===== src/rtl/dsub_pkg.sv =====
package dsub_pkg;

    localparam int CHAR_W = 6;
    localparam int DIG_W  = 4;

    typedef struct packed {
        logic [1:0] zone;
        logic [3:0] dig;
    } dchar_t;

    typedef enum logic [2:0] {
        ST_IDLE,
        ST_RDA,
        ST_RDB,
        ST_WR,
        ST_CRD,
        ST_CWR,
        ST_HALT
    } dsub_st_e;

    // Returns {carry_out, digit} for x + y + ci.
    function automatic logic [4:0] bcd_add(input logic [3:0] x, input logic [3:0] y,
                                           input logic ci);
        logic [4:0] s;
        s = {1'b0, x} + {1'b0, y} + {4'b0, ci};
        if (s > 5'd9) return {1'b1, 4'(s - 5'd10)};
        return {1'b0, s[3:0]};
    endfunction

    // Returns {borrow_out, digit} for x - y - bi.
    function automatic logic [4:0] bcd_sub(input logic [3:0] x, input logic [3:0] y,
                                           input logic bi);
        logic [4:0] t;
        t = {1'b0, x} + 5'd10 - {1'b0, y} - {4'b0, bi};
        if (t >= 5'd10) return {1'b0, 4'(t - 5'd10)};
        return {1'b1, t[3:0]};
    endfunction

endpackage


===== src/rtl/dsub_digit_alu.sv =====
module dsub_digit_alu
    import dsub_pkg::*;
(
    input  logic             sub,
    input  logic [DIG_W-1:0] x,
    input  logic [DIG_W-1:0] y,
    input  logic             ci,
    output logic [DIG_W-1:0] dig,
    output logic             co
);
    logic [4:0] r;

    always_comb begin
        if (sub) r = bcd_sub(x, y, ci);
        else     r = bcd_add(x, y, ci);
    end

    assign co  = r[4];
    assign dig = r[3:0];
endmodule


===== src/rtl/dsub_zone_unit.sv =====
module dsub_zone_unit #(
    parameter bit TWO_IND = 1'b1
) (
    input  logic       is_lsd,
    input  logic       is_msd,
    input  logic       add_op,
    input  logic       cout,
    input  logic       sign_res,
    input  logic [1:0] a_zone,
    input  logic       b_bit4,
    input  logic       ovf1_q,
    input  logic       ovf2_q,
    output logic [1:0] zone_out,
    output logic       set1,
    output logic       set2,
    output logic       alarm_now
);
    logic ovf_c;
    logic single;
    logic [1:0] top_zone;

    assign ovf_c  = add_op & cout & is_msd;
    assign single = is_lsd & is_msd;
    assign set1   = ovf_c;

    generate
        if (TWO_IND) begin : g_two
            assign top_zone  = a_zone + {1'b0, ovf_c};
            assign set2      = ovf_c & ~is_lsd & a_zone[0];
            assign alarm_now = (single & (a_zone[0] | b_bit4)) | (ovf_c & ovf2_q);
        end else begin : g_one
            assign top_zone  = {1'b0, a_zone[0] | ovf_c};
            assign set2      = 1'b0;
            assign alarm_now = ovf_c & ovf1_q;
        end
    endgenerate

    always_comb begin
        if (single)      zone_out = {sign_res, ovf_c};
        else if (is_lsd) zone_out = {sign_res, 1'b0};
        else if (is_msd) zone_out = top_zone;
        else             zone_out = 2'b00;
    end
endmodule


===== src/rtl/dec_serial_sub.sv =====
module dec_serial_sub
    import dsub_pkg::*;
#(
    parameter int ADDR_W  = 8,
    parameter int MAX_LEN = 44,
    parameter bit TWO_IND = 1'b1,
    localparam int LEN_W  = $clog2(MAX_LEN + 1)
) (
    input  logic              clk,
    input  logic              rst,
    input  logic              start,
    input  logic [LEN_W-1:0]  start_len,
    input  logic [ADDR_W-1:0] start_a,
    input  logic [ADDR_W-1:0] start_b,
    output logic              busy,
    output logic              done,
    output logic [ADDR_W-1:0] mem_addr,
    output logic              mem_re,
    output logic              mem_we,
    output logic [CHAR_W-1:0] mem_wdata,
    input  logic [CHAR_W-1:0] mem_rdata,
    output logic              ovf1,
    output logic              ovf2,
    output logic              alarm
);
    dsub_st_e          st;
    logic [ADDR_W-1:0] a_ptr, b_ptr, a_lsd;
    logic [LEN_W-1:0]  cnt, len_q;
    logic              first, carry, like_q, sign_a_q;
    dchar_t            a_chr;
    logic              done_q, alarm_q, ovf1_q, ovf2_q;

    dchar_t            rd;
    logic              eff_like, eff_sign, is_msd, in_cwr;
    logic [DIG_W-1:0]  alu_x, alu_dig;
    logic              alu_sub, alu_co;
    logic [1:0]        zu_zone;
    logic              zu_set1, zu_set2, zu_alarm;

    assign rd       = dchar_t'(mem_rdata);
    assign eff_like = first ? (a_chr.zone[1] == rd.zone[1]) : like_q;
    assign eff_sign = first ? a_chr.zone[1] : sign_a_q;
    assign is_msd   = (cnt == LEN_W'(1));
    assign in_cwr   = (st == ST_CWR);
    assign alu_sub  = in_cwr | eff_like;
    assign alu_x    = in_cwr ? '0 : a_chr.dig;

    dsub_digit_alu u_alu (
        .sub (alu_sub),
        .x   (alu_x),
        .y   (rd.dig),
        .ci  (carry),
        .dig (alu_dig),
        .co  (alu_co)
    );

    dsub_zone_unit #(.TWO_IND(TWO_IND)) u_zone (
        .is_lsd    (first),
        .is_msd    (is_msd),
        .add_op    (~eff_like),
        .cout      (alu_co),
        .sign_res  (eff_sign),
        .a_zone    (a_chr.zone),
        .b_bit4    (rd.zone[0]),
        .ovf1_q    (ovf1_q),
        .ovf2_q    (ovf2_q),
        .zone_out  (zu_zone),
        .set1      (zu_set1),
        .set2      (zu_set2),
        .alarm_now (zu_alarm)
    );

    always_comb begin
        mem_re    = (st == ST_RDA) || (st == ST_RDB) || (st == ST_CRD);
        mem_addr  = (st == ST_RDB) ? b_ptr : a_ptr;
        mem_we    = ((st == ST_WR) && !zu_alarm) || in_cwr;
        if (in_cwr) mem_wdata = {rd.zone[1] ^ first, rd.zone[0], alu_dig};
        else        mem_wdata = {zu_zone, alu_dig};
    end

    always_ff @(posedge clk) begin
        if (rst) begin
            st       <= ST_IDLE;
            a_ptr    <= '0;
            b_ptr    <= '0;
            a_lsd    <= '0;
            cnt      <= '0;
            len_q    <= '0;
            first    <= 1'b0;
            carry    <= 1'b0;
            like_q   <= 1'b0;
            sign_a_q <= 1'b0;
            a_chr    <= '0;
            done_q   <= 1'b0;
            alarm_q  <= 1'b0;
            ovf1_q   <= 1'b0;
            ovf2_q   <= 1'b0;
        end else begin
            done_q <= 1'b0;
            case (st)
                ST_IDLE: begin
                    if (start) begin
                        if (start_len == '0) begin
                            done_q <= 1'b1;
                        end else begin
                            a_ptr <= start_a;
                            a_lsd <= start_a;
                            b_ptr <= start_b;
                            cnt   <= start_len;
                            len_q <= start_len;
                            first <= 1'b1;
                            carry <= 1'b0;
                            st    <= ST_RDA;
                        end
                    end
                end
                ST_RDA: st <= ST_RDB;
                ST_RDB: begin
                    a_chr <= dchar_t'(mem_rdata);
                    st    <= ST_WR;
                end
                ST_WR: begin
                    if (zu_alarm) begin
                        alarm_q <= 1'b1;
                        done_q  <= 1'b1;
                        st      <= ST_HALT;
                    end else begin
                        if (first) begin
                            like_q   <= eff_like;
                            sign_a_q <= eff_sign;
                        end
                        if (zu_set1) ovf1_q <= 1'b1;
                        if (zu_set2) ovf2_q <= 1'b1;
                        carry <= alu_co;
                        first <= 1'b0;
                        a_ptr <= a_ptr - ADDR_W'(1);
                        b_ptr <= b_ptr - ADDR_W'(1);
                        cnt   <= cnt - LEN_W'(1);
                        if (is_msd) begin
                            if (eff_like && alu_co) begin
                                a_ptr <= a_lsd;
                                cnt   <= len_q;
                                carry <= 1'b0;
                                first <= 1'b1;
                                st    <= ST_CRD;
                            end else begin
                                done_q <= 1'b1;
                                st     <= ST_IDLE;
                            end
                        end else begin
                            st <= ST_RDA;
                        end
                    end
                end
                ST_CRD: st <= ST_CWR;
                ST_CWR: begin
                    carry <= alu_co;
                    first <= 1'b0;
                    a_ptr <= a_ptr - ADDR_W'(1);
                    cnt   <= cnt - LEN_W'(1);
                    if (is_msd) begin
                        done_q <= 1'b1;
                        st     <= ST_IDLE;
                    end else begin
                        st <= ST_CRD;
                    end
                end
                default: st <= ST_HALT;
            endcase
        end
    end

    assign busy  = (st != ST_IDLE) && (st != ST_HALT);
    assign done  = done_q;
    assign alarm = alarm_q;
    assign ovf1  = ovf1_q;
    assign ovf2  = ovf2_q;

    // zero length finishes at once
    p_zero_len_r1: assert property (@(posedge clk) disable iff (rst)
        (st == ST_IDLE && start && start_len == '0) |=> (done && !busy));

    // the next digit's minuend address is one below the one just written
    p_step_down_r2: assert property (@(posedge clk) disable iff (rst)
        (st == ST_WR && mem_we && !is_msd) |=> (mem_addr == $past(mem_addr) - ADDR_W'(1)));

    // written digits stay BCD (assumes BCD inputs)
    p_bcd_out_r5: assert property (@(posedge clk) disable iff (rst)
        mem_we |-> (mem_wdata[3:0] <= 4'd9));

    // indicator 2 is never set without indicator 1
    p_ovf2_needs_ovf1_r7: assert property (@(posedge clk) disable iff (rst)
        ovf2 |-> ovf1);

    // a halted engine neither writes nor reports busy
    p_halt_quiet_r8: assert property (@(posedge clk) disable iff (rst)
        alarm |-> (!mem_we && !busy));

    // indicators are sticky
    p_sticky_r11: assert property (@(posedge clk) disable iff (rst)
        ovf1 |=> ovf1);
endmodule


===== config.mk =====
export PLATFORM = sky130hd
export DESIGN_NAME = dec_serial_sub
export DESIGN_NICKNAME = d
export VERILOG_FILES = /design/src/rtl/dsub_pkg.sv /design/src/rtl/dsub_digit_alu.sv /design/src/rtl/dsub_zone_unit.sv /design/src/rtl/dec_serial_sub.sv
export SDC_FILE = /design/constraint.sdc
export NUM_CORES = 1
export LEC_CHECK = 0
export ABC_AREA = 1
export ABC_CLOCK_PERIOD_IN_PS = 3740
export BUFFER_PORTS_ARGS = -buffer_cell sky130_fd_sc_hd__buf_2
export CAP_MARGIN = 0
export CORE_MARGIN = 3
export CORE_UTILIZATION = 50
export CTS_CLUSTER_DIAMETER = 40
export DETAILED_ROUTE_END_ITERATION = 8
export HOLD_SLACK_MARGIN = 0.06
export PLACE_DENSITY = 0.73
export SYNTH_ARGS = -nofsm -noshare
export SYNTH_HDL_FRONTEND = slang
export SYNTH_SLANG_ARGS = --single-unit

===== constraint.sdc =====
create_clock -name clk -period 3.74 [get_ports clk]
set_clock_uncertainty 0.1 [all_clocks]
set_input_delay 0.561 -clock clk [delete_from_list [all_inputs] [get_ports clk]]
set_output_delay 0.561 -clock clk [all_outputs]
set_load 0.01 [all_outputs]

==> run metrics <==
Post-layout nets=745; area of the core=7408 µm²; Port Buf Inserts=51; Clock Latency Late Sink=0.31 ns; Worst path max stage delay=0.50 ns; first-pass GRT wire length=17,040 µm; hold path startpoint=alarm; Final ANT Viol Nets=0; Max VDD drop=0.2351 mV; maximum fanout along the worst path=4; Synth Warn #=0; Root Buffer=clkbuf_8; hold depth=2; Global Route Usage Sum=24.17%; io pins=52; RSZ-0062 raised after global routing=yes; final std cells w/o fill=793; PwrDens=412.9 nW/µm²; register area share after synthesis=26.78%; via count=4,232; Pwr Total=2.108 mW; LEAKAGE=2.517 nW; worst-path cell chain=inv_2, nand3_4, buf_6, nand2_4, ha_4, fa_1, inv_2, ha_4, fa_2, inv_1, nor2_1, nand3_1, nand3_2, nand2_2, nand2_4, nor3_4, ha_4, xor2_2, nand3_2, a31oi_2, buf_2; Synth area leaders=dfxtp_1 27%, nand2_1 13%, inv_1 7.8%, nor2_1 7.4%, ha_1 5.5%; CTS Sinks=52; Data arrival, critical path=3.77 ns; final worst slack=-0.6921 ns; CTS tree=done; Die Width=94.18 µm; Fmax achieved=225.6 MHz; CP Class=register to output port; R2R cell count=28; hold buffers post-CTS=0; Die Y=94.18 µm; Syn-to-layout area delta=31.32%; WP data required=3.08 ns; Longest Clk Path Bufs=2; r2r startpoint=st[1]; area leader, netlist=dfxtp_1; initial DRC count=258; drt drc=0; pre-CTS setup slack=-0.4971 ns; #FFs+latches synth=52; simple-gate area share of the yosys netlist=32.54%; Netlist cell types=34; CP max stage cell=fa_1; source of the critical timing path=st[1]; Final period util=118.5%; worst hold margin=0.3540 ns; # rows=31; min-delay worst type=register to register; post-synthesis compound-gate area fraction=17.35%; vias per inst=5.337; Final Slew Violations=0; failing checks=negative setup slack; Finished Cell Area=5105 µm²; Mapped Cells=604; critical path capture point type=output port; HPWL after detailed placement=7954 µm; status=finished with violations; H-Tree Depth=2; Worst Tran Pin Value=1.258 ns; top cell type's share of synthesized area=26.78%; # placed instances=765; Max-Cap Viols=0; final wirelength=11,510 µm; largest family of logic cells by synthesized area=simple AND/OR/NAND/NOR gates; antenna cells=0; Starting Density=52.47%; DR WL/cell=14.51 µm; Mapped Area=3887 µm²; CP Launch Type=register; most used cell, CP=ha_4; total CTS buffers=5; setup TNS=-11.79 ns; fin util=68.91%; Remaining Overflow, GRT=0; GP Congestion=0.9263; xor/xnor share of the synthesized area=4.055%; Final min period=4.432 ns; worst rel slew slack=16.12%; final hold violations=0; post-synthesis mux area share=0%; Synth Area in Adders=7.531%; largest net degree at the start of global routing=30; die area=8869 µm²; placed cell areas=4519 µm²; number of global-route vias before repair=3,710; antenna violations before repair=0; Mapped Nets=656; Clk pin slew, worst setup/hold paths=0.10 ns; layout cells sized above 1=28.96%; Pre-antenna DRT Iters=5; syn_area_per_cell=6.436 µm²; final setup violation count=37
final cells by class:
cell class / instances / area [µm²]
Inverter: 87 / 331.6
Clock inverter: 1 / 7.507
Multi-Input combinational cell: 439 / 2723
Tap cell: 99 / 123.9
Sequential cell: 52 / 1045
Fill cell: 597 / 2303
Timing Repair Buffer: 108 / 788.3
Clock buffer: 7 / 86.33
cells in the final DEF, fill, tap and decap left out, types with 12 or more instances in the layout:
cell      instances
nand2_1         121
buf_4            43
nand3b_1         16
a21oi_2          21
o21ai_0          37
dfxtp_1          49
ha_1             12
nor2_1           73
nand3_1          34
buf_2            51
xor2_1           12
inv_1            75
a21oi_1          29
registers in the layout, indices dropped and copies added, names as in the netlist, 3 cells and up:
signal / flops
a_ptr: 8
a_lsd: 8
a_chr: 6
b_ptr: 8
cnt: 6
len_q: 6
st: 3
critical path: cells and delay by family (launching register included):
| kind | cells | cell delay, ns |
|---|---|---|
| AO/OA/AOI/OAI | 1 | 0.16 |
| XOR/XNOR | 1 | 0.14 |
| adder cells (fa/ha/maj) | 5 | 1.41 |
| buffers and inverters | 5 | 0.45 |
| flip-flops | 1 | 0.36 |
| AND/OR/NAND/NOR | 9 | 0.91 |
metal layers:
| metal | part of all wire (%) | global-route usage, % |
|---|---|---|
| met1 | 42 | 29.56 |
| met2 | 52 | 43.56 |
| met3 | 4.1 | 3.365 |
| met4 | 1.2 | 7.220 |
| met5 | 0 | 0 |
what timing repair did:
action / CTS / global route
cloned: 0 / 2
gates resized for setup: 16 / 60
setup buffers: 9 / 12
pin swaps: 11 / 24
endpoints found under the setup margin: 6 / 35
path summary, 6_finish.rpt:
check                                     to  slack [ns]
worst max-delay path            mem_wdata[5]       -0.69
worst min-delay path                   alarm        0.35
worst max register to register        cnt[4]       -0.41
worst min register to register         alarm        0.35
synth_stat cells:
| cell type | number |
|---|---|
| o22ai_1 | 5 |
| inv_1 | 81 |
| fa_1 | 4 |
| o211ai_1 | 5 |
| a32o_1 | 1 |
| nor3_1 | 5 |
| dfxtp_1 | 52 |
| o21ai_0 | 38 |
| ha_1 | 17 |
| nand4_1 | 4 |
| nand2_2 | 4 |
| o31ai_1 | 2 |
| nand2_1 | 137 |
| a21oi_4 | 1 |
| nor2_8 | 1 |
| o2111ai_1 | 1 |
| nand3b_1 | 16 |
| a31oi_1 | 7 |
| buf_6 | 3 |
| nand3_2 | 2 |
| a21oi_2 | 17 |
| nor2_1 | 77 |
| xor2_1 | 13 |
| a211oi_1 | 1 |
| nand3_1 | 39 |
| buf_1 | 1 |
| inv_2 | 6 |
| or2_2 | 2 |
| nand4_2 | 1 |
| nor4_1 | 1 |
| xnor2_1 | 5 |
| buf_2 | 8 |
| a21oi_1 | 33 |
| clkbuf_1 | 14 |
logic make-up after synthesis:
logic type	after synthesis
adder cells (fa/ha/maj)	21
flip-flops	52
XOR/XNOR	18
AND/OR/NAND/NOR	289
AO/OA/AOI/OAI	111
buffers and inverters	113
power by group:
part | switching [mW] | internal [mW]
Clock | 0.196 | 0.151
Combinational | 0.618 | 0.440
Sequential | 0.0735 | 0.630
(Power assumes the default switching activity.)
